[config.mk]
export PLATFORM = sky130hd
export DESIGN_NAME = piq_top
export DESIGN_NICKNAME = d
export VERILOG_FILES = /design/src/rtl/piq_pkg.sv /design/src/rtl/piq_pick.sv /design/src/rtl/piq_partition.sv /design/src/rtl/piq_size_ctl.sv /design/src/rtl/piq_top.sv
export SDC_FILE = /design/constraint.sdc
export NUM_CORES = 1
export LEC_CHECK = 0
export ABC_AREA = 0
export BUFFER_PORTS_ARGS = -buffer_cell sky130_fd_sc_hd__clkbuf_2
export CAP_MARGIN = 0
export CORE_ASPECT_RATIO = 1.1
export CORE_MARGIN = 2
export CORE_UTILIZATION = 68
export DETAILED_ROUTE_END_ITERATION = 8
export HOLD_SLACK_MARGIN = 0.15
export PLACE_DENSITY = 0.86
export SYNTH_ARGS = -nofsm -noshare
export SYNTH_HDL_FRONTEND = slang
export SYNTH_SLANG_ARGS = --single-unit
[constraint.sdc]
create_clock -name clk -period 10.65 [get_ports clk]
set_input_delay 2.6625 -clock clk [delete_from_list [all_inputs] [get_ports clk]]
set_output_delay 2.6625 -clock clk [all_outputs]
set_load 0.005 [all_outputs]
[src/rtl/piq_pkg.sv]
package piq_pkg;
  localparam int NUM_SRC = 2;

  typedef enum logic [1:0] {
    RSZ_HOLD,
    RSZ_GROW,
    RSZ_SHRINK,
    RSZ_DROP
  } rsz_act_e;
endpackage

[src/rtl/piq_pick.sv]
module piq_pick #(
  parameter int W     = 32,
  parameter int IDX_W = $clog2(W)
) (
  input  logic [W-1:0]     req,
  output logic             found,
  output logic [IDX_W-1:0] idx
);
  always_comb begin
    found = |req;
    idx   = '0;
    for (int i = W - 1; i >= 0; i--) begin
      if (req[i]) idx = IDX_W'(i);
    end
  end
endmodule

[src/rtl/piq_partition.sv]
module piq_partition
  import piq_pkg::*;
#(
  parameter int ENTRIES   = 8,
  parameter int TAG_W     = 6,
  parameter int ID_W      = 8,
  parameter int NUM_BUSES = 2,
  parameter int CNT_W     = $clog2(ENTRIES + 1),
  localparam int SLOT_W   = $clog2(ENTRIES)
) (
  input  logic                       clk,
  input  logic                       rst_n,
  input  logic                       part_on,
  input  logic                       flush,
  input  logic                       wr_en,
  input  logic [SLOT_W-1:0]          wr_slot,
  input  logic [NUM_SRC*TAG_W-1:0]   wr_tags,
  input  logic [NUM_SRC-1:0]         wr_rdy,
  input  logic [ID_W-1:0]            wr_id,
  input  logic [NUM_BUSES-1:0]       fwd_valid,
  input  logic [NUM_BUSES*TAG_W-1:0] fwd_tags,
  input  logic                       clr_en,
  input  logic [SLOT_W-1:0]          clr_slot,
  output logic [ENTRIES-1:0]         valid_vec,
  output logic [ENTRIES-1:0]         ready_vec,
  output logic [ENTRIES*ID_W-1:0]    id_flat,
  output logic [CNT_W-1:0]           occ
);
  logic [ENTRIES-1:0] vld;
  logic [NUM_SRC-1:0] rdy_q [ENTRIES];
  logic [TAG_W-1:0]   tag_q [ENTRIES][NUM_SRC];
  logic [ID_W-1:0]    id_q  [ENTRIES];
  logic [NUM_SRC-1:0] held_hit [ENTRIES];
  logic [NUM_SRC-1:0] new_hit;

  always_comb begin
    for (int e = 0; e < ENTRIES; e++) begin
      for (int s = 0; s < NUM_SRC; s++) begin
        held_hit[e][s] = 1'b0;
        for (int b = 0; b < NUM_BUSES; b++) begin
          if (fwd_valid[b] && fwd_tags[b*TAG_W +: TAG_W] == tag_q[e][s])
            held_hit[e][s] = part_on & vld[e];
        end
      end
    end
    for (int s = 0; s < NUM_SRC; s++) begin
      new_hit[s] = 1'b0;
      for (int b = 0; b < NUM_BUSES; b++) begin
        if (fwd_valid[b] && fwd_tags[b*TAG_W +: TAG_W] == wr_tags[s*TAG_W +: TAG_W])
          new_hit[s] = 1'b1;
      end
    end
  end

  always_ff @(posedge clk) begin
    if (!rst_n) begin
      vld <= '0;
      for (int e = 0; e < ENTRIES; e++) rdy_q[e] <= '0;
    end else if (flush) begin
      vld <= '0;
    end else begin
      for (int e = 0; e < ENTRIES; e++) begin
        if (wr_en && wr_slot == SLOT_W'(e)) begin
          vld[e]   <= 1'b1;
          rdy_q[e] <= wr_rdy | new_hit;
        end else begin
          if (clr_en && clr_slot == SLOT_W'(e)) vld[e] <= 1'b0;
          rdy_q[e] <= rdy_q[e] | held_hit[e];
        end
      end
    end
  end

  always_ff @(posedge clk) begin
    if (wr_en && !flush) begin
      id_q[wr_slot] <= wr_id;
      for (int s = 0; s < NUM_SRC; s++) tag_q[wr_slot][s] <= wr_tags[s*TAG_W +: TAG_W];
    end
  end

  always_comb begin
    occ = '0;
    for (int e = 0; e < ENTRIES; e++) begin
      valid_vec[e]             = vld[e];
      ready_vec[e]             = vld[e] & (&rdy_q[e]) & part_on;
      id_flat[e*ID_W +: ID_W]  = id_q[e];
      occ                      = occ + CNT_W'(vld[e]);
    end
  end

  assert_off_empty_R10: assert property (@(posedge clk) disable iff (!rst_n)
    !part_on |-> (vld == '0));
  assert_write_free_R2: assert property (@(posedge clk) disable iff (!rst_n)
    (wr_en && !flush) |-> (part_on && !vld[wr_slot]));
  assert_issue_held_R4: assert property (@(posedge clk) disable iff (!rst_n)
    clr_en |-> vld[clr_slot]);
endmodule

[src/rtl/piq_size_ctl.sv]
module piq_size_ctl
  import piq_pkg::*;
#(
  parameter int NUM_PARTS = 4,
  parameter int NP_W      = $clog2(NUM_PARTS + 1)
) (
  input  logic            clk,
  input  logic            rst_n,
  input  logic            flush,
  input  logic            grow_req,
  input  logic            shrink_req,
  input  logic            top_empty,
  output logic [NP_W-1:0] parts_on,
  output logic            pending,
  output logic            drain_block
);
  localparam logic [NP_W-1:0] PARTS_MAX = NP_W'(NUM_PARTS);
  localparam logic [NP_W-1:0] ONE       = NP_W'(1);

  rsz_act_e act;

  always_comb begin
    act = RSZ_HOLD;
    if (flush)
      act = pending ? RSZ_DROP : RSZ_HOLD;
    else if (grow_req && (pending || parts_on < PARTS_MAX))
      act = RSZ_GROW;
    else if (shrink_req && !grow_req && !pending && parts_on > ONE)
      act = RSZ_SHRINK;
    else if (pending && top_empty)
      act = RSZ_DROP;
    drain_block = pending || (act == RSZ_SHRINK);
  end

  always_ff @(posedge clk) begin
    if (!rst_n) begin
      parts_on <= PARTS_MAX;
      pending  <= 1'b0;
    end else begin
      unique case (act)
        RSZ_GROW: begin
          if (pending) pending <= 1'b0;
          else         parts_on <= parts_on + ONE;
        end
        RSZ_SHRINK: begin
          if (top_empty) parts_on <= parts_on - ONE;
          else           pending  <= 1'b1;
        end
        RSZ_DROP: begin
          parts_on <= parts_on - ONE;
          pending  <= 1'b0;
        end
        default: ;
      endcase
    end
  end

  assert_parts_range_R7: assert property (@(posedge clk) disable iff (!rst_n)
    (parts_on >= ONE) && (parts_on <= PARTS_MAX));
  assert_pend_sane_R8: assert property (@(posedge clk) disable iff (!rst_n)
    pending |-> (parts_on > ONE));
  assert_drop_when_empty_R5: assert property (@(posedge clk) disable iff (!rst_n)
    ((parts_on < $past(parts_on)) && !$past(flush)) |-> $past(top_empty));
endmodule

[src/rtl/piq_top.sv]
module piq_top
  import piq_pkg::*;
#(
  parameter int NUM_PARTS = 4,
  parameter int PART_ENT  = 8,
  parameter int NUM_BUSES = 2,
  parameter int TAG_W     = 6,
  parameter int ID_W      = 8,
  localparam int TOTAL    = NUM_PARTS * PART_ENT,
  localparam int IDX_W    = $clog2(TOTAL),
  localparam int SLOT_W   = $clog2(PART_ENT),
  localparam int PART_W   = IDX_W - SLOT_W,
  localparam int CNT_W    = $clog2(PART_ENT + 1),
  localparam int NP_W     = $clog2(NUM_PARTS + 1)
) (
  input  logic                       clk,
  input  logic                       rst_n,
  input  logic                       flush,
  input  logic                       grow_req,
  input  logic                       shrink_req,
  input  logic                       disp_valid,
  output logic                       disp_ready,
  input  logic [NUM_SRC*TAG_W-1:0]   disp_src_tag,
  input  logic [NUM_SRC-1:0]         disp_src_rdy,
  input  logic [ID_W-1:0]            disp_id,
  input  logic [NUM_BUSES-1:0]       fwd_valid,
  input  logic [NUM_BUSES*TAG_W-1:0] fwd_tags,
  output logic                       iss_valid,
  input  logic                       iss_ready,
  output logic [ID_W-1:0]            iss_id,
  output logic [NP_W-1:0]            parts_on,
  output logic                       shrink_pending,
  output logic [NUM_PARTS*CNT_W-1:0] part_occ
);
  logic [NUM_PARTS-1:0]       part_on;
  logic [TOTAL-1:0]           valid_all, ready_all, free_vec;
  logic [TOTAL*ID_W-1:0]      id_all;
  logic [NUM_PARTS*CNT_W-1:0] occ_flat;
  logic                       free_found, iss_found;
  logic [IDX_W-1:0]           free_idx, iss_idx;
  logic [PART_W-1:0]          tgt_part, iss_part;
  logic [NP_W-1:0]            top_sel;
  logic [CNT_W-1:0]           top_occ;
  logic                       tgt_is_top, drain_block, disp_fire, iss_fire;

  assign top_sel  = parts_on - NP_W'(1);
  assign tgt_part = free_idx[IDX_W-1 -: PART_W];
  assign iss_part = iss_idx[IDX_W-1 -: PART_W];

  always_comb begin
    top_occ = '0;
    for (int p = 0; p < NUM_PARTS; p++) begin
      part_on[p] = (NP_W'(p) < parts_on);
      free_vec[p*PART_ENT +: PART_ENT] = ~valid_all[p*PART_ENT +: PART_ENT] & {PART_ENT{part_on[p]}};
      if (NP_W'(p) == top_sel) top_occ = occ_flat[p*CNT_W +: CNT_W];
    end
  end

  piq_size_ctl #(.NUM_PARTS(NUM_PARTS), .NP_W(NP_W)) u_size (
    .clk, .rst_n, .flush, .grow_req, .shrink_req,
    .top_empty  (top_occ == '0),
    .parts_on   (parts_on),
    .pending    (shrink_pending),
    .drain_block(drain_block)
  );

  piq_pick #(.W(TOTAL), .IDX_W(IDX_W)) u_free_pick (
    .req(free_vec), .found(free_found), .idx(free_idx)
  );

  piq_pick #(.W(TOTAL), .IDX_W(IDX_W)) u_iss_pick (
    .req(ready_all), .found(iss_found), .idx(iss_idx)
  );

  assign tgt_is_top = (NP_W'(tgt_part) == top_sel);
  assign disp_ready = !flush && free_found && !(drain_block && tgt_is_top);
  assign disp_fire  = disp_valid && disp_ready;
  assign iss_valid  = !flush && iss_found;
  assign iss_fire   = iss_valid && iss_ready;
  assign iss_id     = id_all[iss_idx*ID_W +: ID_W];
  assign part_occ   = occ_flat;

  for (genvar p = 0; p < NUM_PARTS; p++) begin : g_part
    piq_partition #(
      .ENTRIES(PART_ENT), .TAG_W(TAG_W), .ID_W(ID_W),
      .NUM_BUSES(NUM_BUSES), .CNT_W(CNT_W)
    ) u_part (
      .clk, .rst_n,
      .part_on  (part_on[p]),
      .flush    (flush),
      .wr_en    (disp_fire && tgt_part == PART_W'(p)),
      .wr_slot  (free_idx[SLOT_W-1:0]),
      .wr_tags  (disp_src_tag),
      .wr_rdy   (disp_src_rdy),
      .wr_id    (disp_id),
      .fwd_valid(fwd_valid),
      .fwd_tags (fwd_tags),
      .clr_en   (iss_fire && iss_part == PART_W'(p)),
      .clr_slot (iss_idx[SLOT_W-1:0]),
      .valid_vec(valid_all[p*PART_ENT +: PART_ENT]),
      .ready_vec(ready_all[p*PART_ENT +: PART_ENT]),
      .id_flat  (id_all[p*PART_ENT*ID_W +: PART_ENT*ID_W]),
      .occ      (occ_flat[p*CNT_W +: CNT_W])
    );
  end

  assert_flush_clear_R9: assert property (@(posedge clk) disable iff (!rst_n)
    flush |=> (valid_all == '0));
  assert_drain_hold_R6: assert property (@(posedge clk) disable iff (!rst_n)
    (shrink_pending && !flush) |=> ((parts_on != $past(parts_on)) || (top_occ <= $past(top_occ))));
  assert_flush_quiet_R9: assert property (@(posedge clk) disable iff (!rst_n)
    flush |-> (!disp_fire && !iss_fire));
endmodule

-- Word-level counts from Yosys, hierarchy flattened
Memory sizes are Yosys's and may differ from the RTL's.
Cells that the tools add are included.
- bits in registers: 36
- bits in writable memories: 704
- memories kept: 12
- $add $sub $neg: 30
- order comparisons: 6
- eq/ne operators: 162
- shift operators: 1
- multiplexer cells: 603
- bitwise operators: 202
- reductions and logical operators: 303
- memory list (name ; depth ; width ; read ports ; clocked after memory_dff ; write ports ; line ; text):
    g_part[0].u_part.tag_q ; 8 ; 12 ; 8 ; 0 ; 1 ; piq_partition.sv:31 ; logic [TAG_W-1:0] tag_q [ENTRIES][NUM_SRC];
    g_part[1].u_part.tag_q ; 8 ; 12 ; 8 ; 0 ; 1 ; piq_partition.sv:31 ;
    g_part[2].u_part.tag_q ; 8 ; 12 ; 8 ; 0 ; 1 ; piq_partition.sv:31 ;
    g_part[3].u_part.tag_q ; 8 ; 12 ; 8 ; 0 ; 1 ; piq_partition.sv:31 ;
    g_part[0].u_part.id_q ; 8 ; 8 ; 8 ; 0 ; 1 ; piq_partition.sv:32 ; logic [ID_W-1:0] id_q [ENTRIES];
    g_part[1].u_part.id_q ; 8 ; 8 ; 8 ; 0 ; 1 ; piq_partition.sv:32 ;
    6 more memories ; - ; - ; - ; - ; - ; - ;
- operator list (operator ; number):
    equality test 6 bit ; 132
    two-way mux 1 bit ; 462
    two-way mux 5 bit ; 64
    indexed part select 256 x 9 -> 8 bit ; 1
    logical AND 1 bit ; 219
    two-way mux 2 bit ; 69
    adder 4 x 1 -> 4 bit ; 24
    AND 1 bit ; 96
    OR 2 bit ; 33
    AND reduction 2 bit ; 33
    nonzero test 2 bit ; 33
    OR 1 bit ; 64
    OR reduction 32 bit ; 2
    AND 8 bit ; 4
    NOT 8 bit ; 4
    equality test 3 bit (second input constant) ; 8
    two-way mux 4 bit ; 4
    equality test 2 bit (second input constant) ; 6
    equality test 3 x 2 -> 1 bit (second input constant) ; 4
    logical NOT 3 bit ; 3
    case mux 3 bit (3 select lines) ; 1
    adder 1 x 1 -> 2 bit ; 4
    equality test 2 x 1 -> 1 bit (second input constant) ; 3
    equality test 2 x 3 -> 1 bit (first input constant) ; 2
    other kinds (21) ; 32

-- Logic depth before layout (Yosys ltp)
Gate-level depths: netlist of run 1.
- word-level depth: 47
- depth in mapped cells: 17

-- By module
From an unflattened synthesis of run 1, not the netlist that was laid out.
- cell total of the unflattened synthesis: 3133
- area, all modules: 40044.7 µm²
- modules (own cells, without submodules) (module ; instances ; cells each ; area an instance (µm²) ; sequential area each (µm²)):
    piq_partition at g_part[0].u_part ... ; 2 ; 649 ; 9004.9 ; 5445.2
    piq_partition at g_part[1].u_part ; 1 ; 653 ; 9175.0 ; 5445.2
    piq_partition at g_part[3].u_part ; 1 ; 653 ; 8978.6 ; 5445.2
    piq_top ; 1 ; 355 ; 2743.9 ; 0.0
    piq_pick ; 2 ; 65 ; 385.4 ; 0.0
    piq_size_ctl ; 1 ; 44 ; 366.6 ; 80.1

-- Worst setup path after synthesis of run 1
Ideal clock, no wire load.
- kind: in2out
- from: input port shrink_req
- to: output port disp_ready
- arrival time: 3.311 ns
- data required time: 7.988 ns
- setup slack: 4.676 ns
- stages on the path: 6
- buffers on the path: 0
- cells stage by stage: nand2_1 > nor3_1 > o21a_1 > a32oi_1 > nor2_1 > nor2_1
- longest elaborated chain between the ends: 11
- RTL lines (item ; line ; text):
    start: declaration ; piq_top.sv:20 ; input logic shrink_req,
    logical AND 1 bit (3 in a row) ; piq_size_ctl.sv:28 ; else if (shrink_req && !grow_req && !pending && parts_on > ONE)
    two-way mux 2 bit ; piq_size_ctl.sv:28 ;
    two-way mux 2 bit ; piq_size_ctl.sv:26 ; else if (grow_req && (pending || parts_on < PARTS_MAX))
    two-way mux 2 bit ; piq_size_ctl.sv:24 ; if (flush)
    equality test 2 bit ; piq_size_ctl.sv:32 ; drain_block = pending || (act == RSZ_SHRINK);
    logical OR 1 bit ; piq_size_ctl.sv:32 ;
    logical AND 1 bit ; piq_top.sv:76 ; assign disp_ready = !flush && free_found && !(drain_block && tgt_is_top);
    logical NOT 1 bit ; piq_top.sv:76 ;
    logical AND 1 bit ; piq_top.sv:76 ;
    end: declaration ; piq_top.sv:22 ; output logic disp_ready,
No other way between the ends.

-- Worst setup path after layout of run 1
- from: register u_size.parts_on[1]
- to: output port iss_id[5]
- longest elaborated chain between the ends: 35
- elaborated cells between the ends (all ways): 69
- classes of those cells: 4 x order compare; 1 x shift; 32 x mux; 32 x bitwise
- RTL lines (item ; line ; text):
    start: declaration ; piq_size_ctl.sv:13 ; output logic [NP_W-1:0] parts_on,
    start signal: assignment ; piq_size_ctl.sv:43 ; else parts_on <= parts_on + ONE;
    start signal: assignment ; piq_size_ctl.sv:46 ; if (top_empty) parts_on <= parts_on - ONE;
    start signal: assignment ; piq_size_ctl.sv:50 ; parts_on <= parts_on - ONE;
    < comparator 2 x 3 -> 1 bit ; piq_top.sv:53 ; part_on[p] = (NP_W'(p) < parts_on);
    AND 1 bit ; piq_partition.sv:85 ; ready_vec[e] = vld[e] & (&rdy_q[e]) & part_on;
    two-way mux 5 bit (31 in a row) ; piq_pick.sv:13 ; if (req[i]) idx = IDX_W'(i);
    two-way mux 5 bit (*) ; piq_pick.sv:13 ;
    indexed part select 256 x 9 -> 8 bit (*) ; piq_top.sv:80 ; assign iss_id = id_all[iss_idx*ID_W +: ID_W];
    end: declaration ; piq_top.sv:30 ; output logic [ID_W-1:0] iss_id,
Mark *: on every way between the ends. The rest lies on a longest branch, timed or not.

==> results of run 1 <==
==> worst reg2reg max path: stages, from the launching register on <==
cell	delay [ns]
dfxtp_1	0.86
a21o_1	0.58
nand2_1	0.37
a21o_1	0.26
a2111oi_0	0.51
o31ai_1	0.29
a311oi_4	0.25
buf_4	0.36
nor2_1	0.18
nand2_1	0.12
inv_1	0.53
or2_2	0.56
mux2i_1	0.13
==> cell type report <==
class / count / share of cell area [%]
Clock buffer: 93 / 4.74
Tap cell: 736 / 2.22
Clock inverter: 40 / 0.861
Multi-Input combinational cell: 1891 / 36.7
Inverter: 81 / 0.734
Timing Repair Buffer: 131 / 2.02
Sequential cell: 740 / 52.8
==> kinds of logic (layout without fill, tap and decap cells) <==
kind of cell / Yosys count / in the layout / synth area share [%]
xor+xnor: 801 / 801 / 18.5
flops: 740 / 740 / 57.5
simple gates: 588 / 588 / 9.26
compound gates: 358 / 358 / 6.33
buf+inv: 263 / 345 / 2.76
mux: 110 / 110 / 4.25
fa+ha+maj: 34 / 34 / 1.44
==> stage by stage <==
step / hold WS [ns] / power, W / setup slack (ns) / util (%) / area [um^2]
2_1_floorplan: 0.493 / 0.00354 / 4.68 / - / 38000
3_3_place_gp: 0.557 / 0.00368 / 2.64 / 71.0 / 39100
3_5_place_dp: 0.595 / 0.00369 / 2.61 / 71.0 / 39100
4_1_cts: 0.606 / 0.00619 / 1.93 / 75.2 / 41400
5_1_grt: 0.644 / 0.00633 / 1.72 / 75.3 / 41400
6_report: 0.617 / 0.00620 / 1.97 / 75.3 / 41400
==> layer usage <==
metal	routed length (um)	vias to the layer above	global-route usage [%]
met3	13400	461	9.00
met1	39000	13000	48.4
met4	7240	6	23.8
li1	-	10800	-
met5	41	-	0
met2	52400	1953	62.1
==> state kept, by name (all words and copies together) (netlist names) <==
register,count
u_size.parts_on,3
g_part.u_part.valid_vec,32
u_size.pending,1
g_part.u_part.rdy_q,64
g_part.u_part.id_q,256
g_part.u_part.tag_q,384
==> worst max path at each step <==
| stage | startpoint | endpoint | slack, ns | cells past startpoint |
|---|---|---|---|---|
| global placement | u_size.parts_on[1]$_SDFFE_PN0P_ | iss_id[2] | 2.64 | 10 |
| floorplan | shrink_req | disp_ready | 4.68 | 6 |
| finish | u_size.parts_on[1]$_SDFFE_PN0P_ | iss_id[5] | 1.97 | 10 |
| CTS | u_size.parts_on[1]$_SDFFE_PN0P_ | iss_id[1] | 1.93 | 10 |
| detailed placement | u_size.parts_on[1]$_SDFFE_PN0P_ | iss_id[1] | 2.61 | 10 |
| global route | u_size.parts_on[1]$_SDFFE_PN0P_ | iss_id[0] | 1.72 | 10 |
==> cells in the final DEF (no fill, tap or decap), drive strengths merged, types with 24 or more instances in the layout <==
master	n
edfxtp	704
xnor2	492
xor2	309
nand4	158
clkbuf	154
inv	83
o21ai	80
a21oi	80
nand2	78
buf	69
or4	67
mux2i	60
nor4	58
nand3	56
a211oi	54
nor2	45
nor3	44
mux4	40
dfxtp	36
clkinv	31
a31oi	24
==> where the power goes <==
part	internal (W)	leakage, nW	switching (W)
registers	0.00321	6.75	0.0000202
clock network	0.00144	1.14	0.00111
logic	0.000133	5.77	0.000284
==> impl_metrics.env, run 1 <==
export IMPL_synth_top_area_share_pct=55.6
export IMPL_setup_viol=0
export IMPL_register_area_um2=21900
export IMPL_finalHoldViolCount=0
export IMPL_tns_ns=0
export IMPL_cp_required_ns=7.99
export IMPL_synth_edf_count=704
export IMPL_holdPathEnd="g_part[2].u_part.valid_vec[0]$_SDFFE_PP0P_"
export IMPL_num_nets_final=2996
export IMPL_ios=73
export IMPL_grt_usage_pct=38.8
export IMPL_vias=26200
export IMPL_cts_root_buf="clkbuf_16"
export IMPL_slew_headroom_pct=4.96
export IMPL_start_util_pct=69.0
export IMPL_drt_vias_per_instance=7.06
export IMPL_hold_path_class="reg2reg"
export IMPL_antenna_left=0
export IMPL_n_antenna_cell=0
export IMPL_dr_pass1_iters=7
export IMPL_placedCellCount=3577
export IMPL_syn_area_um2=38000
export IMPL_max_stage_delay_ns=1.12
export IMPL_cp_end_kind="primary output"
export IMPL_grt_pass1_vias=26900
export IMPL_n_fill_cell=3238
export IMPL_crit_path_max_fanout=50
export IMPL_hold_start="g_part[2].u_part.valid_vec[0]$_SDFFE_PP0P_"
export IMPL_post_dp_hpwl_um=67500
export IMPL_reg2reg_from="u_size.parts_on[1]$_SDFFE_PN0P_"
export IMPL_cts_tree="built"
export IMPL_rows=90
export IMPL_yosysMostFrequentCell="edfxtp_1"
export IMPL_route_detailed_wl_per_inst_um=30.2
export IMPL_fmax_mhz=115
export IMPL_synth_warnings=0
export IMPL_cts_resized=0
export IMPL_fp_coreArea_um2=55100
export IMPL_ys_types=78
export IMPL_crit_family="simple AND/OR/NAND/NOR gates"
export IMPL_grt_start_max_net_pins=78
export IMPL_grt_setup_unrepaired="no"
export IMPL_grt_pass1_wl_um=165000
export IMPL_clock_skew_ns=0.0220
export IMPL_dieArea_um2=57800
export IMPL_dieWidth_um=229
export IMPL_syn_nets=2971
export IMPL_synth_main_ff_cell="edfxtp_1"
export IMPL_clk_pin_slew_ns=0.07
export IMPL_chipHeight_um=252
export IMPL_syn_area_per_cell_um2=13.1
export IMPL_synth_area_leaders="edfxtp_1 56%, xnor2_1 11%, xor2_1 7.1%, nand4_1 2.6%, mux4_2 2.4%"
export IMPL_hold_buffers=0
export IMPL_numCtsBuffers=74
export IMPL_cts_setup_buffers=0
export IMPL_r2r_end="g_part[3].u_part.rdy_q[1][4]$_SDFFCE_PN0P_"
export IMPL_synth_cells_most_frequent="704 x edfxtp_1, 492 x xnor2_1, 309 x xor2_1, 158 x nand4_1, 102 x clkbuf_1"
export IMPL_slew_violations=0
export IMPL_path_buf_inv=2
export IMPL_synthCells=2894
export IMPL_portBuffers=72
export IMPL_area_delta_synth_final_pct=9.01
export IMPL_antenna_found_initial=4
export IMPL_critPathSlowestCell="nor3_1"
export IMPL_grt_overflow=0
export IMPL_wirelength_um=112000
export IMPL_worst_pin_slew_ns=1.41
export IMPL_reg2reg_slack_ns=5.36
export IMPL_holdPathStages=2
export IMPL_drc=0
export IMPL_crit_path_frequent_cell="nor3_1"
export IMPL_final_cells=3712
export IMPL_cts_buffer_depth=3
export IMPL_synth_seq_cells=740
export IMPL_fin_crit_ns=8.68
export IMPL_crit_type="reg2out"
export IMPL_multiInputGateArea_um2=15200
export IMPL_synth_async_reset_ratio_pct=0
export IMPL_critPathArrivalTime_ns=6.02
export IMPL_drv_cap=0
export IMPL_drt_iter0_drc=3661
export IMPL_status="complete, no violations"
export IMPL_final_layout_size_suffix_gt1_share_pct=10.9
export IMPL_ys_seq_area_share_pct=57.5
export IMPL_fin_crit_sh_pct=81.5
export IMPL_htreeDepth=3
export IMPL_reg2reg_depth=12
export IMPL_p_per_area_nw_per_um2=150
export IMPL_place_congestion=0.975
export IMPL_power_leakage_nw=13.7
export IMPL_clock_sinks=740
export IMPL_insertion_delay_ns=0.63
export IMPL_yosysTopAreaCell="edfxtp_1"
export IMPL_start_kind="register"
export IMPL_cp_cell_sequence="nor3_1, nor2_1, a21oi_1, nor3_1, a21oi_4, buf_4, mux4_2, a2111oi_0, nand4_1, clkbuf_2"
export IMPL_ir_drop_mv=0.162
Power figures use the tool's default switching activity.
==> inputs of run 2 (changes only) <==
CORE_UTILIZATION = 57   (was 68)
PLACE_DENSITY = 0.77   (was 0.86)
clock period = 7.7 ns   (was 10.65 ns; I/O delays follow)
==> impl_metrics.env, run 2 (synthesized netlist as in run 1, its figures left out) <==
export IMPL_status="complete, no violations"
export IMPL_numCtsBuffers=75
export IMPL_setup_viol=0
export IMPL_post_dp_hpwl_um=73000
export IMPL_route_detailed_wl_per_inst_um=30.3
export IMPL_power_frac_clock_pct=41.8
export IMPL_htreeDepth=3
export IMPL_clk_pin_slew_ns=0.07
export IMPL_cp_cell_sequence="a21oi_2, a21o_1, a221oi_1, o41ai_2, a21oi_4, buf_4, mux2i_1, nor4_1, a2111oi_0, nand4_1, clkbuf_2"
export IMPL_layout_cells_most_common="edfxtp_1"
export IMPL_worst_pin_slew_ns=1.25
export IMPL_cp_end_kind="primary output"
export IMPL_start_kind="register"
export IMPL_cts_tree="built"
export IMPL_grt_setup_unrepaired="no"
export IMPL_critPathArrivalTime_ns=5.55
export IMPL_chipHeight_um=275
export IMPL_p_per_area_nw_per_um2=207
export IMPL_reg2reg_depth=11
export IMPL_wl_met2_um=56400
export IMPL_power_leakage_nw=13.8
export IMPL_crit_type="reg2out"
export IMPL_reg2reg_from="u_size.parts_on[1]$_SDFFE_PN0P_"
export IMPL_netSwitchingPower_w=0.00203
export IMPL_final_layout_size_suffix_gt1_share_pct=12.1
export IMPL_top_layer="met4"
export IMPL_max_stage_delay_ns=0.93
export IMPL_route_met3_wl_um=10900
export IMPL_hold_path_class="reg2reg"
export IMPL_insertion_delay_ns=0.65
export IMPL_finalHoldViolCount=0
export IMPL_holdPathStages=2
export IMPL_largest_reg_flops=384
export IMPL_grt_pass1_vias=26700
export IMPL_grt_overflow=0
export IMPL_clock_skew_ns=0.0269
export IMPL_dieWidth_um=250
export IMPL_top_register="g_part.u_part.tag_q"
export IMPL_combPwrFrac_pct=6.7
export IMPL_rows=99
export IMPL_ios=73
export IMPL_cts_buffer_depth=3
export IMPL_area_delta_synth_final_pct=10.2
export IMPL_antenna_left=0
export IMPL_crit_path_max_fanout=22
export IMPL_met1_length_um=42000
export IMPL_holdPathEnd="g_part[2].u_part.valid_vec[0]$_SDFFE_PP0P_"
export IMPL_dieArea_um2=68800
export IMPL_fin_crit_sh_pct=97.1
export IMPL_portBuffers=72
export IMPL_clock_sinks=740
export IMPL_drv_cap=0
export IMPL_grt_usage_pct=34.0
export IMPL_seqPwrFrac_pct=51.5
export IMPL_reg2reg_slack_ns=2.35
export IMPL_dr_pass1_iters=6
export IMPL_start_util_pct=57.5
export IMPL_place_congestion=0.965
export IMPL_slew_headroom_pct=16.5
export IMPL_drt_vias_per_instance=6.72
export IMPL_hold_start="g_part[2].u_part.valid_vec[0]$_SDFFE_PP0P_"
export IMPL_cts_root_buf="clkbuf_16"
export IMPL_drt_iter0_drc=2901
export IMPL_drc=0
export IMPL_power_internal_w=0.00665
export IMPL_fin_hold_ws_ns=0.583
export IMPL_slew_violations=0
export IMPL_grt_start_max_net_pins=79
export IMPL_fp_coreArea_um2=66100
export IMPL_grt_pass1_wl_um=171000
export IMPL_final_cell_mix="704 x edfxtp_1, 492 x xnor2_1, 309 x xor2_1"
export IMPL_cts_setup_buffers=0
export IMPL_swShare_pct=23.4
export IMPL_num_nets_final=3027
export IMPL_cp_required_ns=5.78
export IMPL_r2r_end="g_part[2].u_part.rdy_q[0][4]$_SDFFCE_PN0P_"
export IMPL_wirelength_um=117000
export IMPL_ir_drop_mv=0.186
export IMPL_top_regs="g_part.u_part.tag_q x384, g_part.u_part.id_q x256, g_part.u_part.rdy_q x64"
export IMPL_fmax_mhz=134
export IMPL_antenna_found_initial=1
export IMPL_fin_crit_ns=7.48
export IMPL_tns_ns=0
export IMPL_power_w=0.00868
export IMPL_vias=26000
export IMPL_critPathSlowestCell="dfxtp_1"
==> run 2: cell types whose count changed in the layout (fill, tap and decap cells not counted), moves of 2 or more <==
cell | before | now
buf_4 | 69 | 101
clkbuf_1 | 16 | 12
clkinv_2 | 13 | 16
a2111oi_0 | 4 | 6
a2111oi_1 | 2 | 0
clkbuf_8 | 2 | 0
clkinv_1 | 16 | 14
clkinvlp_4 | 2 | 4
inv_16 | 1 | 3
inv_6 | 2 | 4
==> run 2: how the worst max path moves through the flow <==
stage,end,slack (ns),startpoint,depth (start not counted)
floorplan,g_part[0].u_part.id_q[7][0]$_DFFE_PP_,2.65,shrink_req,5
global placement,iss_id[1],1.04,u_size.parts_on[2]$_SDFFE_PN1P_,11
detailed placement,iss_id[1],0.98,u_size.parts_on[2]$_SDFFE_PN1P_,11
CTS,iss_id[1],0.29,u_size.parts_on[2]$_SDFFE_PN1P_,11
global route,iss_id[1],0.03,u_size.parts_on[1]$_SDFFE_PN0P_,11
finish,iss_id[1],0.22,u_size.parts_on[1]$_SDFFE_PN0P_,11
==> run 2: worst max-delay path, delay by kind of cell, from the launching register on <==
kind | cells | cell delay (ns)
simple gates | 2 | 0.32
buf+inv | 2 | 0.62
compound gates | 6 | 2.77
mux | 1 | 0.24
flops | 1 | 0.93
==> run 2: per-stage QoR <==
step                setup slack (ns)  cells  area (um^2)  util [%]
global route                  0.0337   3867        41900      63.3
CTS                            0.288   3867        41900      63.3
finish                         0.225   3868        41900      63.3
detailed placement             0.984   3731        39500      59.7
floorplan                       2.65   2894        38000         -
global placement                1.04   3731        39500      59.7
==> run 2: layer usage <==
layer | vias up | track usage, %
li1 | 10900 | -
met1 | 13000 | 41.0
met2 | 1600 | 56.7
met3 | 444 | 6.73
met4 | 0 | 21.4
met5 | - | 0
==> run 2: area by class of cell <==
type | instances | area (um^2)
well taps | 858 | 1070
clock buffers | 87 | 1920
flip-flops and latches | 740 | 21900
clock inverters | 49 | 475
multi-input cells | 1891 | 15200
repair buffers | 161 | 1060
fillers | 4770 | 24300
inverters | 81 | 304
diodes | 1 | 2.50
==> run 2: repair_timing <==
| item | CTS | global route |
|---|---|---|
| hold buffers | 0 | 0 |
| endpoints found under the setup margin | 0 | 1 |
| gates resized for setup | 0 | 1 |
==> run 2: power groups by stage <==
stage / clock [W] / combinational (W) / sequential [W]
finish: 0.00363 / 0.000581 / 0.00447
global placement: 0 / 0.000547 / 0.00455
CTS: 0.00363 / 0.000571 / 0.00447
detailed placement: 0 / 0.000568 / 0.00456
floorplan: 0 / 0.000350 / 0.00454
global route: 0.00379 / 0.000612 / 0.00447
